<file path="config.mk">
export PLATFORM = sky130hd
export DESIGN_NAME = owire_master
export DESIGN_NICKNAME = d
export VERILOG_FILES = /design/src/rtl/owm_pkg.sv /design/src/rtl/owm_sync.sv /design/src/rtl/owm_tick_cnt.sv /design/src/rtl/owm_ctrl.sv /design/src/rtl/owire_master.sv
export SDC_FILE = /design/constraint.sdc
export NUM_CORES = 1
export LEC_CHECK = 0
export ABC_AREA = 1
export ABC_CLOCK_PERIOD_IN_PS = 2300
export BUFFER_PORTS_ARGS = -buffer_cell sky130_fd_sc_hd__buf_2
export CAP_MARGIN = 5
export CORE_UTILIZATION = 34
export CTS_BUF_LIST = sky130_fd_sc_hd__clkbuf_4 sky130_fd_sc_hd__clkbuf_8
export CTS_CLUSTER_DIAMETER = 80
export CTS_CLUSTER_SIZE = 12
export DETAILED_ROUTE_END_ITERATION = 10
export REMOVE_ABC_BUFFERS = 1
export SETUP_SLACK_MARGIN = 0.4
export SLEW_MARGIN = 5
export SYNTH_ARGS = -nofsm -noshare
export SYNTH_HDL_FRONTEND = slang
export SYNTH_SLANG_ARGS = --single-unit
</file>
<file path="constraint.sdc">
create_clock -name clk_i -period 2.3 [get_ports clk_i]
set_input_delay 0.46 -clock clk_i [delete_from_list [all_inputs] [get_ports clk_i]]
set_output_delay 0.46 -clock clk_i [all_outputs]
set_load 0.02 [all_outputs]
</file>
<file path="src/rtl/owm_pkg.sv">
package owm_pkg;
  typedef enum logic [1:0] {
    CMD_RESET  = 2'b00,
    CMD_WRITE  = 2'b01,
    CMD_READ   = 2'b10,
    CMD_PULLUP = 2'b11
  } cmd_e;

  typedef enum logic [2:0] {
    ST_IDLE,
    ST_RST_LO,
    ST_RST_HI,
    ST_SLOT,
    ST_SPU
  } state_e;

  function automatic int imax(input int a, input int b);
    return (a > b) ? a : b;
  endfunction
endpackage

</file>
<file path="src/rtl/owm_sync.sv">
module owm_sync #(
  parameter int   STAGES   = 2,
  parameter logic RST_VAL  = 1'b1
) (
  input  logic clk_i,
  input  logic rst_ni,
  input  logic d_i,
  output logic q_o
);
  generate
    if (STAGES <= 1) begin : g_single
      logic q_q;
      always_ff @(posedge clk_i or negedge rst_ni)
        if (!rst_ni) q_q <= RST_VAL;
        else         q_q <= d_i;
      assign q_o = q_q;
    end else begin : g_chain
      logic [STAGES-1:0] sr_q;
      always_ff @(posedge clk_i or negedge rst_ni)
        if (!rst_ni) sr_q <= {STAGES{RST_VAL}};
        else         sr_q <= {sr_q[STAGES-2:0], d_i};
      assign q_o = sr_q[STAGES-1];
    end
  endgenerate
endmodule

</file>
<file path="src/rtl/owm_tick_cnt.sv">
module owm_tick_cnt #(
  parameter int CW = 20
) (
  input  logic          clk_i,
  input  logic          rst_ni,
  input  logic          clr_i,
  input  logic          tick_i,
  output logic [CW-1:0] cnt_o
);
  logic [CW-1:0] cnt_q;

  always_ff @(posedge clk_i or negedge rst_ni)
    if (!rst_ni)     cnt_q <= '0;
    else if (clr_i)  cnt_q <= '0;
    else if (tick_i) cnt_q <= cnt_q + 1'b1;

  assign cnt_o = cnt_q;

  // no tick, no progress
  p_hold_r11: assert property (@(posedge clk_i) disable iff (!rst_ni)
    (!tick_i && !clr_i) |=> $stable(cnt_q));
endmodule

</file>
<file path="src/rtl/owm_ctrl.sv">
module owm_ctrl
  import owm_pkg::*;
#(
  parameter int CW              = 20,
  parameter int RST_LOW_US      = 500,
  parameter int PRES_SAMPLE_US  = 70,
  parameter int RST_WAIT_US     = 500,
  parameter int SLOT_US         = 65,
  parameter int W1_LOW_US       = 6,
  parameter int W0_LOW_US       = 60,
  parameter int RD_LOW_US       = 6,
  parameter int RD_SAMPLE_US    = 15,
  parameter int SPU_LONG_TICKS  = 750000,
  parameter int SPU_SHORT_TICKS = 10000
) (
  input  logic          clk_i,
  input  logic          rst_ni,
  input  logic          tick_i,
  input  logic          start_i,
  input  cmd_e          cmd_i,
  input  logic          arg_i,
  input  logic          bus_s_i,
  input  logic [CW-1:0] cnt_i,
  output logic          clr_o,
  output logic          busy_o,
  output logic          done_o,
  output logic          presence_o,
  output logic          rbit_o,
  output logic          pd_en_o,
  output logic          spu_en_o
);
  localparam logic [CW-1:0] RST_LO_END = CW'(RST_LOW_US - 1);
  localparam logic [CW-1:0] RST_HI_END = CW'(RST_WAIT_US - 1);
  localparam logic [CW-1:0] SLOT_END   = CW'(SLOT_US - 1);
  localparam logic [CW-1:0] LONG_END   = CW'(SPU_LONG_TICKS - 1);
  localparam logic [CW-1:0] SHORT_END  = CW'(SPU_SHORT_TICKS - 1);
  localparam logic [CW-1:0] PRES_PT    = CW'(PRES_SAMPLE_US - 1);
  localparam logic [CW-1:0] RD_PT      = CW'(RD_SAMPLE_US - 1);

  state_e        state_q, state_d;
  logic          wr_q, bit_q, long_q;
  logic          done_q, pres_q, rbit_q;
  logic [CW-1:0] end_val, low_len;
  logic          phase_end, pres_hit, rd_hit;

  always_comb begin
    unique case (state_q)
      ST_RST_LO: end_val = RST_LO_END;
      ST_RST_HI: end_val = RST_HI_END;
      ST_SLOT:   end_val = SLOT_END;
      ST_SPU:    end_val = long_q ? LONG_END : SHORT_END;
      default:   end_val = '0;
    endcase
  end

  assign phase_end = tick_i && (state_q != ST_IDLE) && (cnt_i == end_val);
  assign pres_hit  = tick_i && (state_q == ST_RST_HI) && (cnt_i == PRES_PT);
  assign rd_hit    = tick_i && (state_q == ST_SLOT) && !wr_q && (cnt_i == RD_PT);

  always_comb begin
    state_d = state_q;
    clr_o   = 1'b0;
    if (state_q == ST_IDLE) begin
      clr_o = 1'b1;
      if (start_i) begin
        unique case (cmd_i)
          CMD_RESET:  state_d = ST_RST_LO;
          CMD_WRITE,
          CMD_READ:   state_d = ST_SLOT;
          default:    state_d = ST_SPU;
        endcase
      end
    end else if (phase_end) begin
      clr_o   = 1'b1;
      state_d = (state_q == ST_RST_LO) ? ST_RST_HI : ST_IDLE;
    end
  end

  always_ff @(posedge clk_i or negedge rst_ni) begin
    if (!rst_ni) begin
      state_q <= ST_IDLE;
      wr_q    <= 1'b0;
      bit_q   <= 1'b0;
      long_q  <= 1'b0;
      done_q  <= 1'b0;
      pres_q  <= 1'b0;
      rbit_q  <= 1'b0;
    end else begin
      state_q <= state_d;
      done_q  <= phase_end && (state_q != ST_RST_LO);
      if (state_q == ST_IDLE && start_i) begin
        wr_q   <= (cmd_i == CMD_WRITE);
        bit_q  <= arg_i;
        long_q <= arg_i;
      end
      if (pres_hit) pres_q <= !bus_s_i;
      if (rd_hit)   rbit_q <= bus_s_i;
    end
  end

  assign low_len    = wr_q ? (bit_q ? CW'(W1_LOW_US) : CW'(W0_LOW_US)) : CW'(RD_LOW_US);
  assign pd_en_o    = (state_q == ST_RST_LO) || ((state_q == ST_SLOT) && (cnt_i < low_len));
  assign spu_en_o   = (state_q == ST_SPU);
  assign busy_o     = (state_q != ST_IDLE);
  assign done_o     = done_q;
  assign presence_o = pres_q;
  assign rbit_o     = rbit_q;

  p_excl_r8: assert property (@(posedge clk_i) disable iff (!rst_ni)
    !(pd_en_o && spu_en_o));
  p_busy_after_start_r10: assert property (@(posedge clk_i) disable iff (!rst_ni)
    (!busy_o && start_i) |=> busy_o);
  p_done_idle_r10: assert property (@(posedge clk_i) disable iff (!rst_ni)
    done_o |-> !busy_o);
  p_done_pulse_r10: assert property (@(posedge clk_i) disable iff (!rst_ni)
    done_o |=> !done_o);
  p_ignore_start_r9: assert property (@(posedge clk_i) disable iff (!rst_ni)
    (busy_o && start_i) |=> ($stable(wr_q) && $stable(bit_q) && $stable(long_q)));
  p_presence_hold_r2: assert property (@(posedge clk_i) disable iff (!rst_ni)
    !busy_o |=> $stable(presence_o));
endmodule

</file>
<file path="src/rtl/owire_master.sv">
module owire_master
  import owm_pkg::*;
#(
  parameter int RST_LOW_US      = 500,
  parameter int PRES_SAMPLE_US  = 70,
  parameter int RST_WAIT_US     = 500,
  parameter int SLOT_US         = 65,
  parameter int W1_LOW_US       = 6,
  parameter int W0_LOW_US       = 60,
  parameter int RD_LOW_US       = 6,
  parameter int RD_SAMPLE_US    = 15,
  parameter int SPU_LONG_TICKS  = 750000,
  parameter int SPU_SHORT_TICKS = 10000,
  parameter int SYNC_STAGES     = 2
) (
  input  logic       clk_i,
  input  logic       rst_ni,
  input  logic       tick_i,
  input  logic       start_i,
  input  logic [1:0] cmd_i,
  input  logic       arg_i,
  input  logic       bus_i,
  output logic       busy_o,
  output logic       done_o,
  output logic       presence_o,
  output logic       rbit_o,
  output logic       pd_en_o,
  output logic       spu_en_o
);
  localparam int MAXV = imax(imax(imax(RST_LOW_US, RST_WAIT_US), SLOT_US),
                             imax(SPU_LONG_TICKS, SPU_SHORT_TICKS));
  localparam int CW   = $clog2(MAXV + 1);

  logic          bus_s, clr;
  logic [CW-1:0] cnt;

  owm_sync #(.STAGES(SYNC_STAGES), .RST_VAL(1'b1)) u_sync (
    .clk_i, .rst_ni, .d_i(bus_i), .q_o(bus_s)
  );

  owm_tick_cnt #(.CW(CW)) u_cnt (
    .clk_i, .rst_ni, .clr_i(clr), .tick_i, .cnt_o(cnt)
  );

  owm_ctrl #(
    .CW(CW), .RST_LOW_US(RST_LOW_US), .PRES_SAMPLE_US(PRES_SAMPLE_US),
    .RST_WAIT_US(RST_WAIT_US), .SLOT_US(SLOT_US), .W1_LOW_US(W1_LOW_US),
    .W0_LOW_US(W0_LOW_US), .RD_LOW_US(RD_LOW_US), .RD_SAMPLE_US(RD_SAMPLE_US),
    .SPU_LONG_TICKS(SPU_LONG_TICKS), .SPU_SHORT_TICKS(SPU_SHORT_TICKS)
  ) u_ctrl (
    .clk_i, .rst_ni, .tick_i, .start_i,
    .cmd_i(cmd_e'(cmd_i)), .arg_i, .bus_s_i(bus_s), .cnt_i(cnt),
    .clr_o(clr), .busy_o, .done_o, .presence_o, .rbit_o, .pd_en_o, .spu_en_o
  );
endmodule

</file>
==> run_results.csv, run 1 <==
group,metric,value,unit
power,combPwrFrac,50.7,%
detailed_routing,routed_wl,5170,um
sta,slew-limit-headroom,53.9,%
clocking,insertion_delay,0.28,ns
synthesis,yosysSeqAreaShare,38.4,%
sta,setup_violations,0,
finish,nets,321,
setup_path,r2r-start,"u_cnt.cnt_o[17]$_DFFE_PN0P_",
finish,fill_cells,565,
synthesis,synth_area_per_cell,7.42,um^2
place,dp.cells,347,
global_route,grt_max_degree,31,
detailed_routing,vias,1897,
detailed_routing,drc_errors,0,
global_route,grt_pass1_wl,8170,um
detailed_routing,wl_per_cell,13.7,um
place,gp_congestion,0.822,
global_route,grt_util_all_layers,17.3,%
floorplan,initial_core_util,35.4,%
finish,stdcell_count,378,
global_route,grt_pass1_vias,1764,
power,clkPwrFrac,20.0,%
power,ir_drop,0.574,mV
setup_path,crit_arrival,1.64,ns
worst_hold_path,hold_class,"in -> async",
synthesis,syn_area,1960,um^2
global_route,overflow,0,
floorplan,pin_count,14,
synthesis,yosys_warnings,0,
sta,hold_violations,0,
finish,syn2layout_area_growth,32.1,%
setup_path,required,1.84,ns
finish,drive_gt1_share,30.7,%
setup_path,cp_max_fo,4,
global_route,antenna_found_initial,0,
sta,fin_crit,2.10,ns
sta,setup_ws,0.199,ns
place,portBuffers,13,
setup_path,cp-end-kind,"output port",
power,leakagePower,0.00125,uW
detailed_routing,via_per_inst,5.02,
place,dp_hpwl,3220,um
flow_run,cap_violations,0,
detailed_routing,firstDrtPassIters,4,
clocking,htree_num_levels,2,
clocking,path_clk_slew,0.07,ns
finish,diodes,0,
sta,fmax,476,MHz
setup_path,crit_start,"u_ctrl.bit_q$_DFFE_PN0P_",
clocking,cts_buffers,5,
synthesis,yosysUniqueCellTypes,30,
clocking,clockBufferDepth,2,
sta,slew_violations,0,
power,p_sw,1080,uW
floorplan,coreArea,5540,um^2
power,intPower,1260,uW
finish,final_util,46.7,%
power,p_sw_share,46.2,%
setup_path,startpoint_type,"register",
power,seqPwrFrac,29.3,%
sta,rsz0062_at_grt,"yes",
clocking,cts_tree,"yes",
floorplan,die_area,6070,um^2
sta,setup_tns,0,ns
outcome,status,"finished clean",
finish,multiInputGateArea,1270,um^2
sta,worstMarginPinSlew,0.692,ns
clocking,cts-root-buf,"clkbuf_8",
sta,fin_crit_sh,91.4,%
power,powerDensity,905,nW/um^2
place,place_ws,0.211,ns
synthesis,ys_ff_latch,30,
floorplan,fp.dieW,77.9,um
clocking,clock-sinks,30,
floorplan,die_y,77.9,um
synthesis,synthCells,264,
setup_path,crit_type,"reg -> out",
floorplan,rows,27,
clocking,ctsHoldBuffers,0,
detailed_routing,drt_iter0_markers,108,
finish,regArea,754,um^2
sta,finClkSkew,0.00931,ns
detailed_routing,ant_nets,0,
-- power groups by stage --
stage	logic (uW)	clock network (uW)	registers, uW
after global routing	1290	500	698
after CTS	809	475	679
after global placement	731	0	692
final	1190	469	686
after floorplan	554	0	672
after detailed placement	738	0	695
-- critical path, cell delays in order, from the launching register on --
cell and delay, ns:
dfrtp_1 0.39, inv_2 0.09, nand2_4 0.07, ha_4 0.21, a31oi_1 0.12, nor2_1 0.05
o21ai_1 0.11, nand4_1 0.10, nand2_1 0.09, buf_6 0.12
-- metrics by stage --
stage / hold slack (ns) / power, uW / area [um^2]
global route: 0.270 / 2490 / 2590
floorplan: 0.164 / 1230 / 1930
CTS: 0.242 / 1960 / 2340
global placement: 0.346 / 1420 / 2100
detailed placement: 0.347 / 1430 / 2100
finish: 0.217 / 2340 / 2590
-- layout make-up --
type / instances / share of cell area, %
Clock buffer: 8 / 3.77
Inverter: 31 / 4.69
Multi-Input combinational cell: 202 / 49.0
Sequential cell: 30 / 29.2
Tap cell: 72 / 3.48
Timing Repair Buffer: 35 / 9.86
-- placed cells by master (no fill, tap or decap), drive strengths merged, types with 4 or more instances in the layout --
master,count
nor2,54
xor2,14
nand4,7
o21ai,7
buf,35
nand3,25
dfrtp,28
nor3,5
inv,30
nand2,65
clkbuf,8
ha,8
nor4,4
-- Yosys cell counts (all sizes together) --
cell type	n	area share, %
nand2	62	13
nor2	54	11
inv	31	5.9
dfrtp	28	36
nand3	25	6.9
xor2	14	6.3
ha	8	5.1
nand4	7	2.2
o21ai	7	1.8
nor3	5	1.5
nor4	4	1.3
buf	3	1.4
a21oi	2	0.51
a31oi	2	0.64
dfstp	2	2.7
nand3b	2	0.77
xnor2	2	0.89
a21o	1	0.38
and3	1	0.32
clkbuf	1	0.19
mux2	1	0.57
o211ai	1	0.38
o32ai	1	0.45
-- path summary, 6_finish.rpt --
check	end	slack, ns	cells past startpoint
max	pd_en_o	0.20	9
min	u_cnt.cnt_o[12]$_DFFE_PN0P_	0.22	1
max reg2reg	u_cnt.cnt_o[5]$_DFFE_PN0P_	0.24	16
min reg2reg	u_sync.g_chain.sr_q[1]$_DFF_PN1_	0.35	0
max in group asynchronous	u_ctrl.state_q[2]$_DFFE_PN0P_	1.60	1
min in group clk_i	u_sync.g_chain.sr_q[0]$_DFF_PN1_	0.28	1
-- state kept, by name, indices dropped and copies added, names as in the netlist --
register	flops
u_ctrl.done_o	1
u_ctrl.bit_q	1
u_ctrl.rbit_o	1
u_ctrl.wr_q	1
u_cnt.cnt_o	20
u_ctrl.state_q	3
u_ctrl.presence_o	1
u_sync.g_chain.sr_q	2
-- timing repair --
item                       CTS  global route
pin swaps                    5            13
setup buffers               14             6
gates cloned                 0             3
gates resized for setup      9            49
setup endpoints to repair    1            27
-- kinds of logic after synthesis --
logic type / after synthesis / share of synthesized area (%)
AOI/OAI and AO/OA: 14 / 4.15
xor gates and xnor gates: 16 / 7.15
adders and majority gates: 8 / 5.11
buffers and inverters: 35 / 7.53
DFF: 30 / 38.4
muxes: 1 / 0.575
and+or+nand+nor: 160 / 37.0
-- metal layers --
metal  part of all wire (%)  GRT usage [%]  vias to the layer above
met2                     50           29.1                       39
met3                    4.1           3.53                       10
met4                    2.0           5.93                        0
li1                       -              -                      937
met1                     44           22.0                      911
met5                      0              0                        -
(Power assumes the default switching activity.)
==> inputs of run 2 (changes only) <==
--- a/config.mk
+++ b/config.mk
@@ -15,7 +15,7 @@
 export CTS_CLUSTER_SIZE = 12
 export DETAILED_ROUTE_END_ITERATION = 10
 export REMOVE_ABC_BUFFERS = 1
-export SETUP_SLACK_MARGIN = 0.4
+export SETUP_SLACK_MARGIN = 0.3
 export SLEW_MARGIN = 5
 export SYNTH_ARGS = -nofsm -noshare
 export SYNTH_HDL_FRONTEND = slang
==> run 2 against run 1 <==
  * Die area is the same
  * Utilization shrank 0.43 points
  * First-iteration DRC count grew 15%
  * Wire length shrank 0.70%
  * Combinational power shrank 4%
  * Clock power is essentially flat
  * Non-clock buffer count shrank 2
  * Via count shrank 1.2%
  * Sequential power is essentially flat
  * Global-route usage is the same
  * Register-to-register slack is essentially flat
  * Critical path type unchanged
==> run_results.csv, run 2 (synthesis results as in run 1) <==
group,metric,value,unit
setup_path,rrSetupSlack,0.24,ns
power,ir_drop,0.534,mV
global_route,grt_max_degree,31,
finish,drive_gt1_share,29.6,%
finish,largest_reg_flops,20,
floorplan,fp.dieW,77.9,um
setup_path,crit_path_cell_trace,"inv_2, nand2_4, ha_4, a31oi_1, nor2_1, o21ai_1, nand4_1, nand2_1, buf_6",
detailed_routing,ant_nets,0,
power,powerDensity,891,nW/um^2
place,gp_congestion,0.822,
setup_path,rr_worst_depth,16,
clocking,cts_buffers,5,
worst_hold_path,hold_class,"in -> async",
setup_path,cp-end-kind,"output port",
clocking,htree_num_levels,2,
sta,finClkSkew,0.00908,ns
setup_path,crit_type,"reg -> out",
sta,setup_ws,0.199,ns
flow_run,cap_violations,0,
detailed_routing,firstDrtPassIters,4,
floorplan,die_area,6070,um^2
detailed_routing,via_per_inst,4.99,
finish,diodes,0,
sta,rsz0062_at_grt,"yes",
place,place_ws,0.211,ns
detailed_routing,wl_per_cell,13.7,um
clocking,clockBufferDepth,2,
finish,syn2layout_area_growth,30.8,%
setup_path,startpoint_type,"register",
sta,slew_violations,0,
finish,final_util,46.3,%
sta,fin_crit,2.10,ns
clocking,clock-sinks,30,
floorplan,initial_core_util,35.4,%
clocking,insertion_delay,0.28,ns
power,power,2290,uW
floorplan,pin_count,14,
clocking,cts_tree,"yes",
sta,fin_crit_sh,91.3,%
detailed_routing,drt_iter0_markers,124,
sta,setup_violations,0,
place,portBuffers,13,
clocking,ctsHoldBuffers,0,
finish,nets,319,
finish,final_common_cell,"nand2_1",
global_route,antenna_found_initial,0,
setup_path,slowest_stage,"dfrtp_1",
power,leakagePower,0.00124,uW
outcome,status,"finished clean",
setup_path,required,1.84,ns
global_route,grt_util_all_layers,17.3,%
setup_path,cp_max_fo,4,
detailed_routing,drc_errors,0,
finish,mostFrequentLayoutCells,"nand2_1 (52), nor2_1 (32), dfrtp_1 (28)",
sta,worstMarginPinSlew,0.693,ns
sta,setup_tns,0,ns
global_route,overflow,0,
global_route,grt_pass1_vias,1764,
global_route,grt_pass1_wl,8170,um
floorplan,coreArea,5540,um^2
clocking,path_clk_slew,0.07,ns
place,dp_hpwl,3220,um
detailed_routing,vias,1875,
sta,hold_violations,0,
detailed_routing,routed_wl,5130,um
sta,fmax,476,MHz
floorplan,die_y,77.9,um
setup_path,max_stage_delay,0.39,ns
floorplan,rows,27,
finish,fill_cells,568,
clocking,cts-root-buf,"clkbuf_8",
sta,holdWs,0.220,ns
setup_path,crit_arrival,1.64,ns
sta,slew-limit-headroom,53.8,%
==> run 2: changes by cell type in the layout (fill, tap and decap cells not counted), sizes merged <==
cell    previous run  this run
inv               30        31
clkinv             1         0
buf               35        33
==> run 2: layout make-up <==
| cell class | instances | area [um^2] | area share, % |
|---|---|---|---|
| clock buffers | 8 | 97.6 | 3.81 |
| inverters | 31 | 116 | 4.54 |
| multi-input cells | 202 | 1270 | 49.4 |
| flip-flops and latches | 30 | 753 | 29.4 |
| well taps | 72 | 90.1 | 3.51 |
| repair buffers | 33 | 240 | 9.37 |
==> run 2: repair_timing <==
item | CTS | global route
gates cloned | 0 | 3
setup endpoints to repair | 1 | 24
setup buffers | 14 | 4
pin swaps | 5 | 13
resized for setup | 9 | 45
==> run 2: report_power, final <==
group	internal (uW)	total, uW	leakage, uW	switching [uW]
clock network	267	467	0.0000523	199
registers	588	683	0.000403	95.3
logic	365	1140	0.000786	770
==> run 2: critical path: cells and delay by family (launching register included) <==
family / cells / cell delay [ns]
AO/OA/AOI/OAI: 2 / 0.23
AND/OR/NAND/NOR: 4 / 0.31
buffers and inverters: 2 / 0.21
adder cells (fa/ha/maj): 1 / 0.21
flip-flops: 1 / 0.39
==> run 2: path summary, 6_finish.rpt <==
check / startpoint / endpoint
worst min register to register: u_sync.g_chain.sr_q[0]$_DFF_PN1_ / u_sync.g_chain.sr_q[1]$_DFF_PN1_
min in group clk_i: bus_i / u_sync.g_chain.sr_q[0]$_DFF_PN1_
worst max-delay path: u_ctrl.bit_q$_DFFE_PN0P_ / pd_en_o
worst max register to register: u_cnt.cnt_o[17]$_DFFE_PN0P_ / u_cnt.cnt_o[5]$_DFFE_PN0P_
max in group asynchronous: rst_ni / u_cnt.cnt_o[1]$_DFFE_PN0P_
worst min-delay path: rst_ni / u_cnt.cnt_o[12]$_DFFE_PN0P_
==> run 2: through the flow <==
step,cell area (um^2),cells
2_1_floorplan,1930,260
3_3_place_gp,2100,347
3_5_place_dp,2100,347
4_1_cts,2340,369
5_1_grt,2560,376
6_report,2560,376
==> run 2: layer usage <==
| metal | track usage [%] | wire, um |
|---|---|---|
| met2 | 29.1 | 2550 |
| met5 | 0 | 0 |
| met4 | 5.93 | 99 |
| met3 | 3.53 | 182 |
| met1 | 22.0 | 2310 |
